`src/rtl/tw_pkg.sv`:
```
package tw_pkg;
    localparam int WORD_BITS  = 40;
    localparam int FREQ_BITS  = 32;
    localparam int PHASE_BITS = 5;
    localparam int MULT_POS   = 32;
    localparam int RSVD_POS   = 33;
    localparam int PD_POS     = 34;
    localparam int PHASE_LSB  = 35;

    typedef struct packed {
        logic [FREQ_BITS-1:0]  freq;
        logic [PHASE_BITS-1:0] phase;
        logic                  mult_en;
        logic                  pwr_down;
    } ctrl_t;
endpackage

```
`src/rtl/tw_sync_bus.sv`:
```
module tw_sync_bus #(
    parameter int WIDTH  = 3,
    parameter int STAGES = 2
) (
    input  logic             clk,
    input  logic             rst_n,
    input  logic [WIDTH-1:0] din,
    output logic [WIDTH-1:0] dout
);
    typedef struct packed {
        logic [STAGES-1:0][WIDTH-1:0] pipe;
    } sync_st_t;

    sync_st_t st_d, st_q;

    always_comb begin
        st_d = st_q;
        st_d.pipe[0] = din;
        for (int i = 1; i < STAGES; i++) begin
            st_d.pipe[i] = st_q.pipe[i-1];
        end
    end

    always_ff @(posedge clk or negedge rst_n) begin
        if (!rst_n) st_q <= '0;
        else        st_q <= st_d;
    end

    assign dout = st_q.pipe[STAGES-1];
endmodule

```
`src/rtl/tw_rise_det.sv`:
```
module tw_rise_det #(
    parameter int WIDTH = 2
) (
    input  logic             clk,
    input  logic             rst_n,
    input  logic [WIDTH-1:0] lvl,
    output logic [WIDTH-1:0] rise
);
    typedef struct packed {
        logic [WIDTH-1:0] prev;
    } det_st_t;

    det_st_t st_d, st_q;

    always_comb begin
        st_d      = st_q;
        st_d.prev = lvl;
    end

    always_ff @(posedge clk or negedge rst_n) begin
        if (!rst_n) st_q <= '0;
        else        st_q <= st_d;
    end

    assign rise = lvl & ~st_q.prev;
endmodule

```
`src/rtl/tw_shift_reg.sv`:
```
module tw_shift_reg #(
    parameter int WIDTH = 40
) (
    input  logic             clk,
    input  logic             rst_n,
    input  logic             shift_en,
    input  logic             bit_in,
    output logic [WIDTH-1:0] word
);
    typedef struct packed {
        logic [WIDTH-1:0] sr;
    } sr_st_t;

    sr_st_t st_d, st_q;

    // New bits enter at the top and move down, so after WIDTH shifts
    // the first bit received sits at position 0.
    always_comb begin
        st_d = st_q;
        if (shift_en) begin
            st_d.sr = {bit_in, st_q.sr[WIDTH-1:1]};
        end
    end

    always_ff @(posedge clk or negedge rst_n) begin
        if (!rst_n) st_q <= '0;
        else        st_q <= st_d;
    end

    assign word = st_q.sr;
endmodule

```
`src/rtl/tw_apply_ctrl.sv`:
```
module tw_apply_ctrl
    import tw_pkg::*;
(
    input  logic                 clk,
    input  logic                 rst_n,
    input  logic                 upd,
    input  logic [WORD_BITS-1:0] word,
    output ctrl_t                ctrl,
    output logic                 err
);
    typedef struct packed {
        ctrl_t ctrl;
        logic  err;
    } ap_st_t;

    ap_st_t st_d, st_q;

    always_comb begin
        st_d = st_q;
        if (upd) begin
            if (word[RSVD_POS]) begin
                st_d.err = 1'b1;
            end else begin
                st_d.ctrl.freq     = word[FREQ_BITS-1:0];
                st_d.ctrl.mult_en  = word[MULT_POS];
                st_d.ctrl.pwr_down = word[PD_POS];
                st_d.ctrl.phase    = word[PHASE_LSB +: PHASE_BITS];
            end
        end
    end

    always_ff @(posedge clk or negedge rst_n) begin
        if (!rst_n) st_q <= '0;
        else        st_q <= st_d;
    end

    assign ctrl = st_q.ctrl;
    assign err  = st_q.err;
endmodule

```
`src/rtl/tw_wake_timer.sv`:
```
module tw_wake_timer #(
    parameter int WAKE_CYCLES = 20
) (
    input  logic clk,
    input  logic rst_n,
    input  logic pd,
    output logic ready
);
    localparam int CW = (WAKE_CYCLES > 0) ? $clog2(WAKE_CYCLES + 1) : 1;
    localparam logic [CW-1:0] LOAD = CW'(WAKE_CYCLES);

    typedef struct packed {
        logic [CW-1:0] cnt;
    } wk_st_t;

    wk_st_t st_d, st_q;

    // Counter is held at LOAD while powered down and runs down once
    // power-down falls; ready requires both conditions clear.
    always_comb begin
        st_d = st_q;
        if (pd) begin
            st_d.cnt = LOAD;
        end else if (st_q.cnt != '0) begin
            st_d.cnt = st_q.cnt - 1'b1;
        end
    end

    always_ff @(posedge clk or negedge rst_n) begin
        if (!rst_n) st_q <= '0;
        else        st_q <= st_d;
    end

    assign ready = !pd && (st_q.cnt == '0);
endmodule

```
`src/rtl/serial_tuning_rx.sv`:
```
module serial_tuning_rx
    import tw_pkg::*;
#(
    parameter int SYNC_STAGES = 2,
    parameter int WAKE_CYCLES = 20
) (
    input  logic        clk,
    input  logic        rst_n,
    input  logic        wclk_in,
    input  logic        sdata_in,
    input  logic        strobe_in,
    output logic [31:0] freq_word,
    output logic [4:0]  phase_word,
    output logic        mult_en,
    output logic        pwr_down,
    output logic        ready,
    output logic        reserved_err
);
    localparam int IN_W = 3;

    logic [IN_W-1:0]      sync_lvl;
    logic [1:0]           edge_rise;
    logic                 shift_rise;
    logic                 upd_rise;
    logic [WORD_BITS-1:0] shift_word;
    ctrl_t                ctrl;

    // bit 0: word clock, bit 1: data, bit 2: strobe; equal latency keeps
    // data aligned with the clock edge that samples it
    tw_sync_bus #(.WIDTH(IN_W), .STAGES(SYNC_STAGES)) u_sync (
        .clk  (clk),
        .rst_n(rst_n),
        .din  ({strobe_in, sdata_in, wclk_in}),
        .dout (sync_lvl)
    );

    tw_rise_det #(.WIDTH(2)) u_edges (
        .clk  (clk),
        .rst_n(rst_n),
        .lvl  ({sync_lvl[2], sync_lvl[0]}),
        .rise (edge_rise)
    );

    assign shift_rise = edge_rise[0];
    assign upd_rise   = edge_rise[1];

    tw_shift_reg #(.WIDTH(WORD_BITS)) u_shift (
        .clk     (clk),
        .rst_n   (rst_n),
        .shift_en(shift_rise),
        .bit_in  (sync_lvl[1]),
        .word    (shift_word)
    );

    tw_apply_ctrl u_apply (
        .clk  (clk),
        .rst_n(rst_n),
        .upd  (upd_rise),
        .word (shift_word),
        .ctrl (ctrl),
        .err  (reserved_err)
    );

    tw_wake_timer #(.WAKE_CYCLES(WAKE_CYCLES)) u_wake (
        .clk  (clk),
        .rst_n(rst_n),
        .pd   (ctrl.pwr_down),
        .ready(ready)
    );

    assign freq_word  = ctrl.freq;
    assign phase_word = ctrl.phase;
    assign mult_en    = ctrl.mult_en;
    assign pwr_down   = ctrl.pwr_down;
endmodule

```
`config.mk`:
```
export PLATFORM = sky130hd
export DESIGN_NAME = serial_tuning_rx
export DESIGN_NICKNAME = d
export VERILOG_FILES = /design/src/rtl/tw_pkg.sv /design/src/rtl/tw_sync_bus.sv /design/src/rtl/tw_rise_det.sv /design/src/rtl/tw_shift_reg.sv /design/src/rtl/tw_apply_ctrl.sv /design/src/rtl/tw_wake_timer.sv /design/src/rtl/serial_tuning_rx.sv
export SDC_FILE = /design/constraint.sdc
export NUM_CORES = 1
export LEC_CHECK = 0
export ABC_AREA = 1
export BUFFER_PORTS_ARGS = -buffer_cell sky130_fd_sc_hd__clkbuf_2
export CAP_MARGIN = 0
export CORE_MARGIN = 2
export CORE_UTILIZATION = 50
export CTS_CLUSTER_DIAMETER = 50
export DETAILED_ROUTE_END_ITERATION = 6
export PLACE_DENSITY = 0.73
export SYNTH_ARGS = -nofsm -noshare
export SYNTH_HDL_FRONTEND = slang
export SYNTH_SLANG_ARGS = --single-unit
```
`constraint.sdc`:
```
create_clock -name clk -period 1 [get_ports clk]
set_input_delay 0.2 -clock clk [delete_from_list [all_inputs] [get_ports clk]]
set_output_delay 0.2 -clock clk [all_outputs]
set_load 0.01 [all_outputs]
```
Word-level counts from Yosys, hierarchy flattened
Index checks and enable logic that the tools add are counted.

storage, ports and cells
  bits of input ports = 5
  bits in registers = 93

operators by class
  muxes and demuxes = 2
  add/subtract/negate cells = 1
  reduce and logical (&&, ||, !) cells = 7
  bitwise operators = 3

operator list
  operator               number
  $mux W5                2
  $logic_not A5 Y1       1
  $reduce_bool A5 Y1     1
  $sub A5 B1 Y5 const B  1
  $reduce_and A2 Y1      2
  $and A2 B2 Y2          1
  $not A2 Y2             1
  $reduce_bool A2 Y1     1
  $logic_and A1 B1 Y1    1
  $logic_not A1 Y1       1
  $not A1 Y1             1

Logic depth before layout (Yosys ltp)
Gate-level depths: netlist (run 1).

  depth in word-level cells = 3
  mapped depth = 6
  depth with buffers taken out = 5

Cells and area by module
A second synthesis (run 1) with hierarchy kept.

unflattened totals
  cells, all modules = 386
  area total of the unflattened synthesis = 3701.0 um^2

modules (own cells, without submodules)
  module         cells an instance  area an instance (um^2)  sequential area each (um^2)  times used
  tw_shift_reg   170                1607.8                   1001.0                       1
  tw_apply_ctrl  173                1590.3                   1001.0                       1
  tw_wake_timer  31                 282.8                    125.1                        1
  tw_sync_bus    6                  150.1                    150.1                        1
  tw_rise_det    6                  70.1                     50.0                         1

Worst setup path after synthesis (run 1)
OpenSTA, ideal clock, no wires.

  path type = reg2out
  start = register u_wake.st_q[0] (netlist name)
  end = output port ready
  required time = 0.800 ns
  slack = -0.135 ns
  arrival = 0.935 ns
  cell stages (with the launch flop) = 5
  buffers on the path = 0
  path through = dfrtp_1 -> inv_1 -> ha_1 -> nand4_1 -> inv_1

between the ends
  longest elaborated chain between the ends = 2

RTL lines
  item                    line                    source
  from (decl)             tw_wake_timer.sv:16     wk_st_t st_d, st_q;
  from (signal assigned)  tw_wake_timer.sv:31     else st_q <= st_d;
  $logic_not A5 Y1        tw_wake_timer.sv:34     assign ready = !pd && (st_q.cnt == '0);
  $logic_and A1 B1 Y1     tw_wake_timer.sv:34
  to (decl)               serial_tuning_rx.sv:16  output logic ready,

Every way passes these cells.

Worst setup path after layout (run 1)
Ends and elaborated chain as after synthesis.

==> impl_summary.log, run 1 <==
[metrics] sequential cell fraction of total power: 0.439
[metrics] Slew HR: 0.814
[metrics] Lkg Pwr: 2.79 nW
[metrics] sequential cell area fraction in the yosys report: 0.651
[metrics] Synth cell types: 23
[metrics] internal portion of total power: 7.15 mW
[metrics] count of H-tree levels built during CTS: 3
[metrics] critical path endpoint category: primary output
[metrics] violated checks: setup timing
[metrics] synthesized cell area: 3580 um2
[metrics] Highest Clock Rate: 667 MHz
[metrics] Skew-Pair Late Insertion Delay: 0.38 ns
[metrics] setup repair after global routing missed its margin: yes
[metrics] top-count cell post-synth: sky130_fd_sc_hd__dfrtp_1
[metrics] number of remaining DRC errors: 0
[metrics] clock period minus worst slack: 1.50 ns
[metrics] final max-slew violation count: 0
[metrics] run status: finished with violations
[metrics] CP Launch Type: flip-flop
[metrics] CTS tree: yes
[metrics] Clk pwr share: 0.288
[metrics] number of vias in the routed layout: 2917
[metrics] buffer type at the clock tree root: sky130_fd_sc_hd__clkbuf_8
[metrics] Port Buf Inserts: 45
[metrics] WP data required: 0.80 ns
[metrics] Die Y: 88.6 um
[metrics] Final ANT Viol Nets: 0
[metrics] Most Frequent Cell on Critical Path: sky130_fd_sc_hd__inv_2
[metrics] number of failing setup endpoints in the final timing report: 125
[metrics] total count of hold-check failures in the final report: 0
[metrics] dominant cells by area after synthesis: sky130_fd_sc_hd__dfrtp_1 (65%), sky130_fd_sc_hd__o21ai_0 (8.3%), sky130_fd_sc_hd__nand2_1 (6.7%)
[metrics] starting density of the core: 0.521
[metrics] FP Rows: 30
[metrics] Max-cap violations: 0
[metrics] synth-to-layout area growth: 58.0%
[metrics] Clk pin slew, worst setup/hold paths: 0.09 ns
[metrics] top cells by count, synth: sky130_fd_sc_hd__dfrtp_1 (93), sky130_fd_sc_hd__nand2_1 (64), sky130_fd_sc_hd__o21ai_0 (59)
[metrics] Switching Share: 0.302
[metrics] Max FO, Critical Path: 2
[metrics] Worst Clk Skew: 0.0171 ns
[metrics] ratio of cells with drive above 1 in the final layout: 0.632
[metrics] EDFF count, synth: 0
[metrics] net count of the mapped netlist: 344
[metrics] type of the tightest min-delay check: in2async
[metrics] initial antenna violation count: 0
[metrics] data arrival at the endpoint of the critical path: 1.30 ns
[metrics] average wire length per cell after detail routing: 17.7 um
[metrics] Nets: 468
[metrics] die area: 7850 um2
[metrics] fraction of synthesized cell area taken by the top area cell type: 0.651
[metrics] pin slew with the least headroom to its limit: 0.279 ns
[metrics] minimum setup slack in the final design: -0.500 ns
[metrics] Combinational Power Share: 0.273
[metrics] kind of cell adding the most delay to the critical path: flip-flops
[metrics] Net Sw Power: 3.10 mW
[metrics] Final HPWL DP: 4110 um
[metrics] antenna diode count: 0
[metrics] Worst path slowest cell: sky130_fd_sc_hd__dfrtp_1
[metrics] post-synthesis register bit count: 93
[metrics] Setup CP Type: reg2out
[metrics] power density over cell area: 1820 nW/um2
[metrics] global-route usage over all layers: 0.222
[metrics] placeable core area: 6870 um2
[metrics] most frequently used flop master after synthesis: sky130_fd_sc_hd__dfrtp_1
[metrics] Cell Chain, Critical Path: inv_2 > ha_4 > nand4_1 > inv_2 > buf_6
[metrics] proportion of synthesized flip-flops having asynchronous set or reset: 1.00
[metrics] via-per-instance ratio: 5.18
[metrics] Iteration-0 DRC Markers: 161
[metrics] DP Worst Slack: -0.168 ns
[metrics] number of buffers created by CTS: 9
[metrics] number of buffers on the longest clock path: 2
[metrics] stage delay of the slowest cell on the critical path: 0.39 ns
[metrics] Synthesis Warnings: 0
[metrics] Post-Syn Area per Cell: 10.6 um2
[metrics] largest area contributor in the synthesized netlist: sky130_fd_sc_hd__dfrtp_1
[metrics] Setup TNS Final: -14.49 ns
[metrics] Synth Instances: 338
[metrics] first-pass GRT wire length: 12900 um
[metrics] sum of buffers and inverters on the critical path: 3
[metrics] final weighted congestion in routability-driven placement: 0.726
[metrics] filler instances: 355
[metrics] Clock Sink Count: 93
[metrics] wirelength, routed: 9980 um
[metrics] Top-Level Pins: 46
[metrics] largest net degree at the start of global routing: 53
[metrics] highest ir drop seen on vdd: 1.12 mV
[metrics] final critical-path share of the clock period: 1.50
[metrics] via count of the first global-routing pass: 2731
[metrics] total congestion overflow: 0
[metrics] Die Wd: 88.6 um
[metrics] detailed-router iteration count before antenna repair: 4
[power groups by stage]
stage | clock network, mW | registers [mW] | logic, mW
floorplan | 0 | 4.56 | 0.940
CTS | 2.89 | 4.43 | 2.31
global placement | 0 | 4.48 | 1.62
detailed placement | 0 | 4.50 | 1.69
global route | 3.12 | 4.54 | 3.04
finish | 2.96 | 4.50 | 2.80
[kinds of logic after synthesis]
family | after synthesis | share of synthesized area
adders and majority gates | 1 | 0.00350
AOI/OAI and AO/OA | 83 | 0.139
DFF | 93 | 0.651
and+or+nand+nor | 96 | 0.121
buffers and inverters | 64 | 0.0832
xor gates and xnor gates | 1 | 0.00245
[sequential cells by signal (all words and copies together) (netlist names)]
signal,flops
u_apply.ctrl,39
u_sync.st_d,3
u_edges.st_q,2
u_shift.word,40
u_apply.err,1
u_wake.st_q,5
u_sync.dout,3
[path summary, 6_finish.rpt]
path | startpoint | endpoint | slack [ns] | cells after the start
worst max-delay path | u_wake.st_q[0]$_DFFE_PN0P_ | ready | -0.50 | 5
worst min-delay path | rst_n | u_sync.st_d[5]$_DFF_PN0_ | 0.17 | 2
worst max register to register | u_wake.st_q[1]$_DFFE_PN0P_ | u_wake.st_q[2]$_DFFE_PN0P_ | -0.23 | 6
worst min register to register | u_sync.st_d[3]$_DFF_PN0_ | u_sync.dout[0]$_DFF_PN0_ | 0.35 | 0
max in group asynchronous | rst_n | u_apply.err$_DFFE_PN0P_ | 0.37 | 3
min in group clk | u_sync.st_d[3]$_DFF_PN0_ | u_sync.dout[0]$_DFF_PN0_ | 0.35 | 0
[repair_timing]
| item | in CTS | in global routing |
|---|---|---|
| cloned | 12 | 2 |
| setup endpoints to repair | 98 | 125 |
| hold buffers | 4 | 0 |
| resized for setup | 124 | 129 |
| endpoints found under the hold margin | 96 | 0 |
| buffers inserted | 35 | 19 |
| pin swaps | 5 | 6 |
[layout by cell type, fill, tap and decap left out, types with 5 or more instances in the layout]
| master | Yosys | routed |
|---|---|---|
| sky130_fd_sc_hd__buf_12 | 2 | 6 |
| sky130_fd_sc_hd__buf_16 | 0 | 10 |
| sky130_fd_sc_hd__buf_4 | 0 | 51 |
| sky130_fd_sc_hd__buf_6 | 0 | 10 |
| sky130_fd_sc_hd__clkbuf_2 | 1 | 40 |
| sky130_fd_sc_hd__clkbuf_8 | 0 | 11 |
| sky130_fd_sc_hd__dfrtp_1 | 93 | 92 |
| sky130_fd_sc_hd__inv_1 | 47 | 42 |
| sky130_fd_sc_hd__inv_2 | 1 | 5 |
| sky130_fd_sc_hd__nand2_1 | 64 | 7 |
| sky130_fd_sc_hd__nand2_2 | 21 | 34 |
| sky130_fd_sc_hd__nand2_4 | 0 | 43 |
| sky130_fd_sc_hd__o21ai_1 | 1 | 15 |
| sky130_fd_sc_hd__o21ai_2 | 20 | 63 |
[stage by stage]
step	instance area (um2)	instances	hold slack (ns)	power, mW	utilization
6_report	5650	563	0.175	10.3	0.823
5_1_grt	5650	563	0.185	10.7	0.823
4_1_cts	5030	547	0.176	9.62	0.733
3_5_place_dp	4050	483	0.0148	6.19	0.589
3_3_place_gp	4050	483	0.0144	6.10	0.589
2_1_floorplan	3590	338	-0.0956	5.50	-
[final cells by class]
| cell class | count | area [um2] | share of cell area |
|---|---|---|---|
| Clock inverter | 5 | 81.3 | 0.0144 |
| Multi-Input combinational cell | 182 | 1540 | 0.273 |
| Tap cell | 96 | 120 | 0.0213 |
| Clock buffer | 11 | 151 | 0.0268 |
| Timing Repair Buffer | 128 | 1250 | 0.221 |
| Inverter | 48 | 183 | 0.0323 |
| Sequential cell | 93 | 2330 | 0.412 |
[metal layers]
| metal | vias to the layer above | global-route usage | wire [um] |
|---|---|---|---|
| met5 | - | 0 | 0 |
| met2 | 97 | 0.364 | 5310 |
| met4 | 0 | 0.106 | 425 |
| met3 | 37 | 0.0476 | 440 |
| li1 | 1325 | - | - |
| met1 | 1458 | 0.282 | 3810 |
No activity file was read; power rests on OpenSTA's default activity.
==> run 2, diff against run 1 <==
--- a/config.mk
+++ b/config.mk
@@ -8,7 +8,6 @@
 export ABC_AREA = 1
 export BUFFER_PORTS_ARGS = -buffer_cell sky130_fd_sc_hd__clkbuf_2
 export CAP_MARGIN = 0
-export CORE_MARGIN = 2
 export CORE_UTILIZATION = 50
 export CTS_CLUSTER_DIAMETER = 50
 export DETAILED_ROUTE_END_ITERATION = 6
==> run 2 against run 1 <==
Against the previous run:
- the run still ends with setup timing left
- clock skew is 0.0023 ns lower
- via count is 3.9% higher
- fmax shrank 0.15%
- critical endpoint unchanged
- highest routed layer unchanged
==> impl_summary.log, run 2 (synthesis gave the netlist of run 1 again) <==
[metrics] number of remaining DRC errors: 0 (unchanged)
[metrics] Highest Clock Rate: 666 MHz (was 667 MHz)
[metrics] total congestion overflow: 0 (unchanged)
[metrics] placeable core area: 6870 um2 (unchanged)
[metrics] max reg flops: 40 (unchanged)
[metrics] Max-cap violations: 0 (unchanged)
[metrics] Max FO, Critical Path: 2 (unchanged)
[metrics] run status: finished with violations (unchanged)
[metrics] Iteration-0 DRC Markers: 200 (was 161)
[metrics] PnR Total Power: 10.2 mW (was 10.3 mW)
[metrics] filler instances: 320 (was 355)
[metrics] critical path endpoint category: primary output (unchanged)
[metrics] detailed-router iteration count before antenna repair: 4 (unchanged)
[metrics] Slew HR: 0.800 (was 0.814)
[metrics] Top-Level Pins: 46 (unchanged)
[metrics] power density over cell area: 1740 nW/um2 (was 1820 nW/um2)
[metrics] number of buffers on the longest clock path: 2 (unchanged)
[metrics] first-pass GRT wire length: 13100 um (was 12900 um)
[metrics] via-per-instance ratio: 5.25 (was 5.18)
[metrics] # placed instances: 482 (was 483)
[metrics] area of the multi-input gates: 1600 um2 (was 1540 um2)
[metrics] total count of hold-check failures in the final report: 0 (unchanged)
[metrics] Lkg Pwr: 2.91 nW (was 2.79 nW)
[metrics] Die Wd: 86.6 um (was 88.6 um)
[metrics] Final ANT Viol Nets: 0 (unchanged)
[metrics] antenna diode count: 0 (unchanged)
[metrics] Nets: 482 (was 468)
[metrics] die area: 7500 um2 (was 7850 um2)
[metrics] starting density of the core: 0.521 (unchanged)
[metrics] Final HPWL DP: 3990 um (was 4110 um)
[metrics] Setup CP Type: reg2out (unchanged)
[metrics] DP Area: 4050 um2 (about the same)
[metrics] CTS tree: yes (unchanged)
[metrics] buffer type at the clock tree root: sky130_fd_sc_hd__clkbuf_8 (unchanged)
[metrics] pin slew with the least headroom to its limit: 0.300 ns (was 0.279 ns)
[metrics] largest net degree at the start of global routing: 34 (was 53)
[metrics] data arrival at the endpoint of the critical path: 1.30 ns (about the same)
[metrics] highest ir drop seen on vdd: 1.04 mV (was 1.12 mV)
[metrics] commonest non-fill, non-tap cell in the layout: sky130_fd_sc_hd__dfrtp_1 (unchanged)
[metrics] FP Rows: 30 (unchanged)
[metrics] final max-slew violation count: 0 (unchanged)
[metrics] Clk pin slew, worst setup/hold paths: 0.10 ns (was 0.09 ns)
[metrics] Setup TNS Final: -15.60 ns (was -14.49 ns)
[metrics] minimum setup slack in the final design: -0.502 ns (was -0.500 ns)
[metrics] Worst Clk Skew: 0.0148 ns (was 0.0171 ns)
[metrics] type of the tightest min-delay check: in2async (unchanged)
[metrics] initial antenna violation count: 0 (unchanged)
[metrics] Skew-Pair Late Insertion Delay: 0.36 ns (was 0.38 ns)
[metrics] Port Buf Inserts: 45 (unchanged)
[metrics] WP data required: 0.80 ns (about the same)
[metrics] Design Area, Final: 5840 um2 (was 5650 um2)
[metrics] wirelength, routed: 11300 um (was 9980 um)
[metrics] number of vias in the routed layout: 3031 (was 2917)
[metrics] DP Worst Slack: -0.126 ns (was -0.168 ns)
[metrics] synth-to-layout area growth: 63.2% (was 58.0%)
[metrics] sequential cell area: 2330 um2 (about the same)
[metrics] via count of the first global-routing pass: 2658 (was 2731)
[metrics] number of failing setup endpoints in the final timing report: 125 (unchanged)
[metrics] Die Y: 86.6 um (was 88.6 um)
[metrics] clock period minus worst slack: 1.50 ns (about the same)
[metrics] final std cells w/o fill: 577 (was 563)
[metrics] average wire length per cell after detail routing: 19.6 um (was 17.7 um)
[metrics] Clock Sink Count: 93 (unchanged)
[metrics] commonest cells after routing, fill and taps aside: sky130_fd_sc_hd__dfrtp_1 (91), sky130_fd_sc_hd__buf_4 (60), sky130_fd_sc_hd__o21ai_2 (58) (was sky130_fd_sc_hd__dfrtp_1 (92), sky130_fd_sc_hd__o21ai_2 (63), sky130_fd_sc_hd__buf_4 (51))
[metrics] global-route usage over all layers: 0.236 (was 0.222)
[metrics] number of buffers created by CTS: 9 (unchanged)
[metrics] CP Launch Type: flip-flop (unchanged)
[metrics] final weighted congestion in routability-driven placement: 0.724 (was 0.726)
[metrics] violated checks: setup timing (unchanged)
[metrics] ratio of cells with drive above 1 in the final layout: 0.632 (about the same)
[metrics] setup repair after global routing missed its margin: yes (unchanged)
[metrics] count of H-tree levels built during CTS: 3 (unchanged)
[metrics] final critical-path share of the clock period: 1.50 (about the same)
## run 2: layout make-up
cell class | instances | share of cell area
Sequential cell | 93 | 0.399
Multi-Input combinational cell | 183 | 0.274
Timing Repair Buffer | 141 | 0.245
Inverter | 48 | 0.0309
Clock buffer | 14 | 0.0279
Tap cell | 96 | 0.0206
Clock inverter | 2 | 0.00279
## run 2: report_power, final
group	internal, mW	total, mW	switching (mW)
combinational	1.61	3.27	1.67
sequential	4.18	4.52	0.335
clock	1.06	2.36	1.31
## run 2: per-layer routing
metal / up-vias / part of all wire / global-route usage
met2: 129 / 0.53 / 0.404
met3: 44 / 0.056 / 0.0438
li1: 1351 / - / -
met5: - / 0 / 0
met4: 0 / 0.045 / 0.103
met1: 1507 / 0.37 / 0.294
## run 2: timing repair
action,in CTS,in global routing
hold buffers,4,0
resized for setup,69,183
endpoints found under the hold margin,43,0
cloned,11,10
setup buffers,34,27
endpoints found under the setup margin,91,124
pin swaps,4,4
## run 2: worst paths after layout
check | slack (ns) | end | start | cells past startpoint
worst max-delay path | -0.50 | ready | u_wake.st_q[0]$_DFFE_PN0P_ | 5
worst min-delay path | 0.26 | u_apply.ctrl[28]$_DFFE_PN0P_ | rst_n | 2
worst max register to register | -0.29 | u_apply.ctrl[32]$_DFFE_PN0P_ | u_shift.word[33]$_DFFE_PN0P_ | 7
worst min register to register | 0.35 | u_sync.dout[2]$_DFF_PN0_ | u_sync.st_d[5]$_DFF_PN0_ | 0
max in group asynchronous | 0.25 | u_sync.dout[2]$_DFF_PN0_ | rst_n | 3
min in group clk | 0.35 | u_sync.dout[2]$_DFF_PN0_ | u_sync.st_d[5]$_DFF_PN0_ | 0
## run 2: worst max-delay path, stage by stage, from the launching register on
cell	delay, ns
sky130_fd_sc_hd__dfrtp_1	0.40
sky130_fd_sc_hd__inv_2	0.09
sky130_fd_sc_hd__ha_4	0.13
sky130_fd_sc_hd__nand4_1	0.13
sky130_fd_sc_hd__inv_2	0.10
sky130_fd_sc_hd__buf_6	0.10
## run 2: per-stage QoR
stage	hold WS, ns	utilization
2_1_floorplan	-0.0956	-
3_3_place_gp	0.102	0.590
3_5_place_dp	0.102	0.590
4_1_cts	0.257	0.727
5_1_grt	0.282	0.850
6_report	0.262	0.850
